`src/rtl/agc_pkg.sv`:
```
package agc_pkg;

    // gain word layout: {exponent, mantissa}
    localparam int GEXP_W  = 2;
    localparam int GMANT_W = 6;
    localparam int GW_W    = GEXP_W + GMANT_W;

    // loop gain field widths
    localparam int LMANT_W = 4;
    localparam int LEXP_W  = 3;

    typedef struct packed {
        logic [GEXP_W-1:0]  ex;
        logic [GMANT_W-1:0] mant;
    } gain_word_t;

    typedef struct packed {
        logic [LMANT_W-1:0] mant;
        logic [LEXP_W-1:0]  ex;
    } loop_gain_t;

    typedef struct packed {
        logic       upd;
        logic [GW_W-1:0] lo;
        logic [GW_W-1:0] hi;
    } clamp_cfg_t;

    // linear multiplier 1.m scaled by 2^GMANT_W
    function automatic logic [GMANT_W:0] unity_mant(input logic [GMANT_W-1:0] m);
        return {1'b1, m};
    endfunction

endpackage

```
`src/rtl/agc_err_scale.sv`:
```
module agc_err_scale
    import agc_pkg::*;
#(
    parameter int MAG_W   = 8,
    parameter int DELTA_W = MAG_W + LMANT_W + 2
) (
    input  logic [MAG_W-1:0]        mag,
    input  logic [MAG_W-1:0]        target,
    input  loop_gain_t              lgain,
    output logic signed [DELTA_W-1:0] delta
);
    logic signed [MAG_W:0]        err;
    logic signed [DELTA_W-1:0]    err_x;
    logic signed [DELTA_W-1:0]    mant_x;
    logic signed [DELTA_W-1:0]    prod;

    always_comb begin
        err    = $signed({1'b0, mag}) - $signed({1'b0, target});
        err_x  = {{(DELTA_W-MAG_W-1){err[MAG_W]}}, err};
        mant_x = $signed({{(DELTA_W-LMANT_W){1'b0}}, lgain.mant});
        prod   = err_x * mant_x;
        delta  = prod >>> lgain.ex;
    end
endmodule

```
`src/rtl/agc_integrator.sv`:
```
module agc_integrator
    import agc_pkg::*;
#(
    parameter int FRAC_W  = 12,
    parameter int DELTA_W = 14
) (
    input  logic                      clk,
    input  logic                      rst,
    input  clamp_cfg_t                cfg,
    input  logic signed [DELTA_W-1:0] delta,
    output gain_word_t                gword
);
    localparam int ACC_W = GW_W + FRAC_W;
    localparam int SUM_W = ACC_W + 2;

    logic [ACC_W-1:0]        acc_q;
    logic signed [SUM_W-1:0] sum;
    logic signed [SUM_W-1:0] delta_x;
    logic signed [SUM_W-1:0] bound_hi;
    logic signed [SUM_W-1:0] bound_lo;
    logic [ACC_W-1:0]        acc_d;

    always_comb begin
        delta_x  = {{(SUM_W-DELTA_W){delta[DELTA_W-1]}}, delta};
        sum      = $signed({2'b00, acc_q}) - delta_x;
        bound_hi = $signed({2'b00, cfg.hi, {FRAC_W{1'b1}}});
        bound_lo = $signed({2'b00, cfg.lo, {FRAC_W{1'b0}}});
        if (sum > bound_hi)
            acc_d = bound_hi[ACC_W-1:0];
        else if (sum < bound_lo)
            acc_d = bound_lo[ACC_W-1:0];
        else
            acc_d = sum[ACC_W-1:0];
    end

    always_ff @(posedge clk) begin
        if (rst)
            acc_q <= '0;
        else if (cfg.upd)
            acc_q <= acc_d;
    end

    assign gword = gain_word_t'(acc_q[ACC_W-1 -: GW_W]);
endmodule

```
`src/rtl/agc_gain_apply.sv`:
```
module agc_gain_apply
    import agc_pkg::*;
#(
    parameter int IQ_W = 8
) (
    input  logic                   clk,
    input  logic                   rst,
    input  logic                   en,
    input  gain_word_t             gword,
    input  logic signed [IQ_W-1:0] x,
    output logic signed [IQ_W-1:0] y
);
    localparam int PW = IQ_W + GMANT_W + 2 + (1 << GEXP_W) - 1 + 1;
    localparam logic signed [PW-1:0] HALF = PW'(1 << (GMANT_W - 1));
    localparam logic signed [PW-1:0] MAXV = PW'((1 << (IQ_W - 1)) - 1);
    localparam logic signed [PW-1:0] MINV = -(PW'(1 << (IQ_W - 1)));

    logic signed [PW-1:0] x_x;
    logic signed [PW-1:0] g_x;
    logic signed [PW-1:0] prod;
    logic signed [PW-1:0] shifted;
    logic signed [PW-1:0] scaled;
    logic signed [IQ_W-1:0] sat;

    always_comb begin
        x_x     = {{(PW-IQ_W){x[IQ_W-1]}}, x};
        g_x     = $signed({{(PW-GMANT_W-1){1'b0}}, unity_mant(gword.mant)});
        prod    = x_x * g_x;
        shifted = prod <<< gword.ex;
        scaled  = (shifted + HALF) >>> GMANT_W;
        if (scaled > MAXV)
            sat = MAXV[IQ_W-1:0];
        else if (scaled < MINV)
            sat = MINV[IQ_W-1:0];
        else
            sat = scaled[IQ_W-1:0];
    end

    always_ff @(posedge clk) begin
        if (rst)
            y <= '0;
        else if (en)
            y <= sat;
    end
endmodule

```
`src/rtl/agc_level_det.sv`:
```
module agc_level_det #(
    parameter int MAG_W = 8
) (
    input  logic             clk,
    input  logic             rst,
    input  logic             strobe,
    input  logic [MAG_W-1:0] mag,
    input  logic [MAG_W-1:0] limit,
    output logic             over_n
);
    always_ff @(posedge clk) begin
        if (rst)
            over_n <= 1'b1;
        else if (strobe)
            over_n <= !(mag > limit);
    end
endmodule

```
`src/rtl/agc_loop.sv`:
```
module agc_loop
    import agc_pkg::*;
#(
    parameter int MAG_W  = 8,
    parameter int IQ_W   = 8,
    parameter int FRAC_W = 12
) (
    input  logic                   clk,
    input  logic                   rst,
    input  logic                   mag_valid,
    input  logic [MAG_W-1:0]       mag_in,
    input  logic                   mag_end,
    input  logic                   dec_path,
    input  logic                   agc_hold,
    input  logic [MAG_W-1:0]       target_lvl,
    input  logic [MAG_W-1:0]       pwr_thr,
    input  logic [LMANT_W-1:0]     lg_mant,
    input  logic [LEXP_W-1:0]      lg_exp,
    input  logic [GW_W-1:0]        lim_lo,
    input  logic [GW_W-1:0]        lim_hi,
    input  logic                   iq_valid,
    input  logic signed [IQ_W-1:0] i_in,
    input  logic signed [IQ_W-1:0] q_in,
    output logic                   iq_out_valid,
    output logic signed [IQ_W-1:0] i_out,
    output logic signed [IQ_W-1:0] q_out,
    output logic [GW_W-1:0]        gain_word,
    output logic                   thresh_n
);
    localparam int DELTA_W = MAG_W + LMANT_W + 2;
    localparam int NCH     = 2;

    logic                      take;
    loop_gain_t                lgain;
    clamp_cfg_t                ccfg;
    logic signed [DELTA_W-1:0] delta;
    gain_word_t                gword;
    logic signed [IQ_W-1:0]    ch_in  [NCH];
    logic signed [IQ_W-1:0]    ch_out [NCH];

    // magnitudes steer the loop only when not held and, on the
    // decimated path, only at end of symbol
    assign take  = mag_valid && !agc_hold && (!dec_path || mag_end);
    assign lgain = '{mant: lg_mant, ex: lg_exp};
    assign ccfg  = '{upd: take, lo: lim_lo, hi: lim_hi};

    agc_err_scale #(.MAG_W(MAG_W), .DELTA_W(DELTA_W)) err_i (
        .mag    (mag_in),
        .target (target_lvl),
        .lgain  (lgain),
        .delta  (delta)
    );

    agc_integrator #(.FRAC_W(FRAC_W), .DELTA_W(DELTA_W)) int_i (
        .clk   (clk),
        .rst   (rst),
        .cfg   (ccfg),
        .delta (delta),
        .gword (gword)
    );

    agc_level_det #(.MAG_W(MAG_W)) lvl_i (
        .clk    (clk),
        .rst    (rst),
        .strobe (mag_valid),
        .mag    (mag_in),
        .limit  (pwr_thr),
        .over_n (thresh_n)
    );

    assign ch_in[0] = i_in;
    assign ch_in[1] = q_in;

    for (genvar c = 0; c < NCH; c++) begin : g_ch
        agc_gain_apply #(.IQ_W(IQ_W)) mul_i (
            .clk   (clk),
            .rst   (rst),
            .en    (iq_valid),
            .gword (gword),
            .x     (ch_in[c]),
            .y     (ch_out[c])
        );
    end

    always_ff @(posedge clk) begin
        if (rst)
            iq_out_valid <= 1'b0;
        else
            iq_out_valid <= iq_valid;
    end

    assign i_out     = ch_out[0];
    assign q_out     = ch_out[1];
    assign gain_word = gword;
endmodule

```
`config.mk`:
```
export PLATFORM = sky130hd
export DESIGN_NAME = agc_loop
export DESIGN_NICKNAME = d
export VERILOG_FILES = /design/src/rtl/agc_pkg.sv /design/src/rtl/agc_err_scale.sv /design/src/rtl/agc_integrator.sv /design/src/rtl/agc_gain_apply.sv /design/src/rtl/agc_level_det.sv /design/src/rtl/agc_loop.sv
export SDC_FILE = /design/constraint.sdc
export NUM_CORES = 1
export LEC_CHECK = 0
export BUFFER_PORTS_ARGS = -buffer_cell sky130_fd_sc_hd__buf_2
export CELL_PAD_IN_SITES_DETAIL_PLACEMENT = 1
export CELL_PAD_IN_SITES_GLOBAL_PLACEMENT = 1
export CORE_AREA = 2 2 158 160
export DETAILED_ROUTE_END_ITERATION = 10
export DIE_AREA = 0 0 160 162
export GPL_ROUTABILITY_DRIVEN = 0
export PLACE_DENSITY_LB_ADDON = 0.1
export SYNTH_ARGS = -nofsm -noshare
export SYNTH_HDL_FRONTEND = slang
export SYNTH_SLANG_ARGS = --single-unit
```
`constraint.sdc`:
```
create_clock -name clk -period 16.5 [get_ports clk]
set_input_delay 1.65 -clock clk [delete_from_list [all_inputs] [get_ports clk]]
set_output_delay 1.65 -clock clk [all_outputs]
set_load 0.02 [all_outputs]
```
==> impl_metrics.toml <==
[yosys]
yosys.area.top_type = "fa_1"
synth_cell_types = 85
synth_edf_count = 0
avgSynthCellArea_sq_um = 7.82
synth_seq_cells = 38
synth_warnings = 0
syn_area_sq_um = 12200
synthesis.instances = 1566
ys_top_cells_by_area = "fa_1 (18%), ha_1 (14%), inv_1 (7.0%)"
synth_top_area_share_pct = 18.5
syn_nets = 1889
synthArstFlopShare_pct = 0
synth_ff_type = "dfxtp_1"
ys_seq_area_share_pct = 6.21

[critical_path]
cp-endpoint = "int_i.acc_q[16]"
worstReg2RegStart = "int_i.acc_q[14]"
rr_endpoint = "g_ch[1].mul_i.y[6]"
reg2regPathDepth = 20
worstPathArrival_ns = 11.91
setup.worst_path.start = "mag_in[0]"
cp_common_cell = "ha_1"
cp_slowest_cell = "a2111oi_0"
critPathLaunchType = "input pin"
critical_path_class = "input pin to flop"
ff2ff_setup_slack_ns = 9.18
slowest_delay_ns = 0.64
worst_ep_required_time_ns = 16.65
critPathMaxFanout = 11
endpoint_kind = "flop"

[detailed_routing]
drc = 0
via_per_inst = 5.91
first_iter_violations = 523
avgRoutedWirePerCell_microns = 18.0
drt-pass1-iter-count = 5
top_layer_used = "met4"
wl_met3_microns = 953
vias = 11400
routed_wl_microns = 34800
dr_wl_met2_microns = 17000
detail-route-antenna-nets = 0
wl_met1_microns = 16200

[clock_network]
htree_levels = 2
cts_root_buf = "clkbuf_16"
clockBufferDepth = 2
cts_tree = "done"
cts_resized = 0
ctsHoldBuffers = 0
clk_latency_ns = 0.29
numCtsBuffers = 5
postCtsSetupBuffers = 0
cts.clk_slew.worst_paths_ns = 0.07
cts.sink_count = 38

[placement]
dp.cells = 1925
io_buffers = 95
dpl.hpwl_microns = 29000
placed_area_sq_um = 12900

[grt]
grt_overflow = 0
grt_usage_pct = 27.7
antenna_found_initial = 0
grt_pass1_vias = 12200
grt_pass1_wl_microns = 60300
grt_max_degree = 65

[timing]
finalSetupViolCount = 0
slew_viol_final = 0
rsz0062_at_grt = "false"
period_needed_ns = 11.75
hold_viol_final = 0
relSlewSlack_pct = 23.9
setup_tns_ns = 0
tightest_slew_ns = 1.13
skew_ns = 0.00967
post-route-period-util_pct = 71.2
max_clock_freq_mhz = 85.1

[final_layout]
layout_commonest_cell = "inv_1"
multi_input_area_sq_um = 10300
layout_common_cells = "inv_1 (227), ha_1 (140), fa_1 (113), nand2_1 (108), nor2_1 (100)"
finish.instance_area_sq_um = 13000
finish.utilization_pct = 54.0
seqCellArea_sq_um = 762
drive_gt1_share_pct = 9.57
layoutNonFillerInstCount = 1933
area_growth_syn_to_layout_pct = 6.37
nets = 1931
n_fill_cell = 3074
diodes = 0

[die]
io_pins = 96
initial_utilization_pct = 50.8
dieArea_sq_um = 25900
die_w_microns = 160
core_sq_um = 24100
row_count = 57
die_y_microns = 162

[flow_run]
cap_violations = 0

[run_status]
status = "finished, final reports clean"

[worst_hold_path]
hp-class = "flop to flop"
## synthesized netlist by cell type (12+ instances only)
master,n
a211oi_1,36
xor2_1,16
xnor2_1,40
nor3_1,29
o21bai_1,12
o211ai_1,12
nand2_1,108
dfxtp_1,38
and3_1,14
nor2b_1,19
o21a_1,23
a211o_1,13
nor2_1,100
nand2b_1,20
a21oi_1,83
o21ai_0,69
clkbuf_1,43
and2_1,96
mux2i_1,34
fa_1,113
inv_1,227
a21o_1,26
a311oi_1,19
ha_1,140
nand3_1,25
nor4_1,13
o31ai_1,13
## cells by family after synthesis
family	share of synthesized area [%]
AO/OA/AOI/OAI	22.6
buffers and inverters	9.68
XOR/XNOR	4.01
flip-flops	6.21
adder cells (fa/ha/maj)	32.8
AND/OR/NAND/NOR	20.5
multiplexers	4.25
## worst max-delay path, delay by kind of cell
family / cells / cell delay, ns
AND/OR/NAND/NOR: 9 / 1.92
multiplexers: 1 / 0.39
XOR/XNOR: 3 / 0.99
AO/OA/AOI/OAI: 16 / 3.48
adder cells (fa/ha/maj): 8 / 2.97
buffers and inverters: 5 / 0.49
## metrics by stage
| step | hold WS (ns) | setup WS, ns |
|---|---|---|
| 2_1_floorplan | 0.476 | 6.14 |
| 3_3_place_gp | 0.480 | 5.03 |
| 3_5_place_dp | 0.493 | 4.58 |
| 4_1_cts | 0.501 | 4.84 |
| 5_1_grt | 0.508 | 4.06 |
| 6_report | 0.499 | 4.75 |
## flip-flops by register name (all words and copies together) (netlist names)
signal and flops:
g_ch.mul_i.y 16, int_i.acc_q 20, iq_out_valid 1, lvl_i.over_n 1
## final cells by class
cell class,count,share of cell area [%]
inverter,230,6.63
tap,324,3.11
sequential,38,5.85
clock buffer,6,0.990
timing repair buffer,104,4.17
clock inverter,2,0.106
multi-input combinational,1229,79.1
## worst min path at each step
stage                       start                 end  slack (ns)  depth (start not counted)
2_1_floorplan      int_i.acc_q[0]      int_i.acc_q[0]        0.48                          2
3_3_place_gp         lvl_i.over_n        lvl_i.over_n        0.48                          2
3_5_place_dp       int_i.acc_q[0]      int_i.acc_q[0]        0.49                          2
4_1_cts            int_i.acc_q[0]      int_i.acc_q[0]        0.50                          2
5_1_grt        g_ch[1].mul_i.y[7]  g_ch[1].mul_i.y[7]        0.51                          2
6_report           int_i.acc_q[0]      int_i.acc_q[0]        0.50                          2
## metal layers
metal,up-vias,GRT usage [%]
met5,-,0
met4,0,4.67
met3,39,2.02
met2,198,50.1
met1,5676,36.9
li1,5518,-
Power is left out: the tool's default activity adds up to more than one toggle a clock period on the data nets, which glitch-free logic cannot reach.
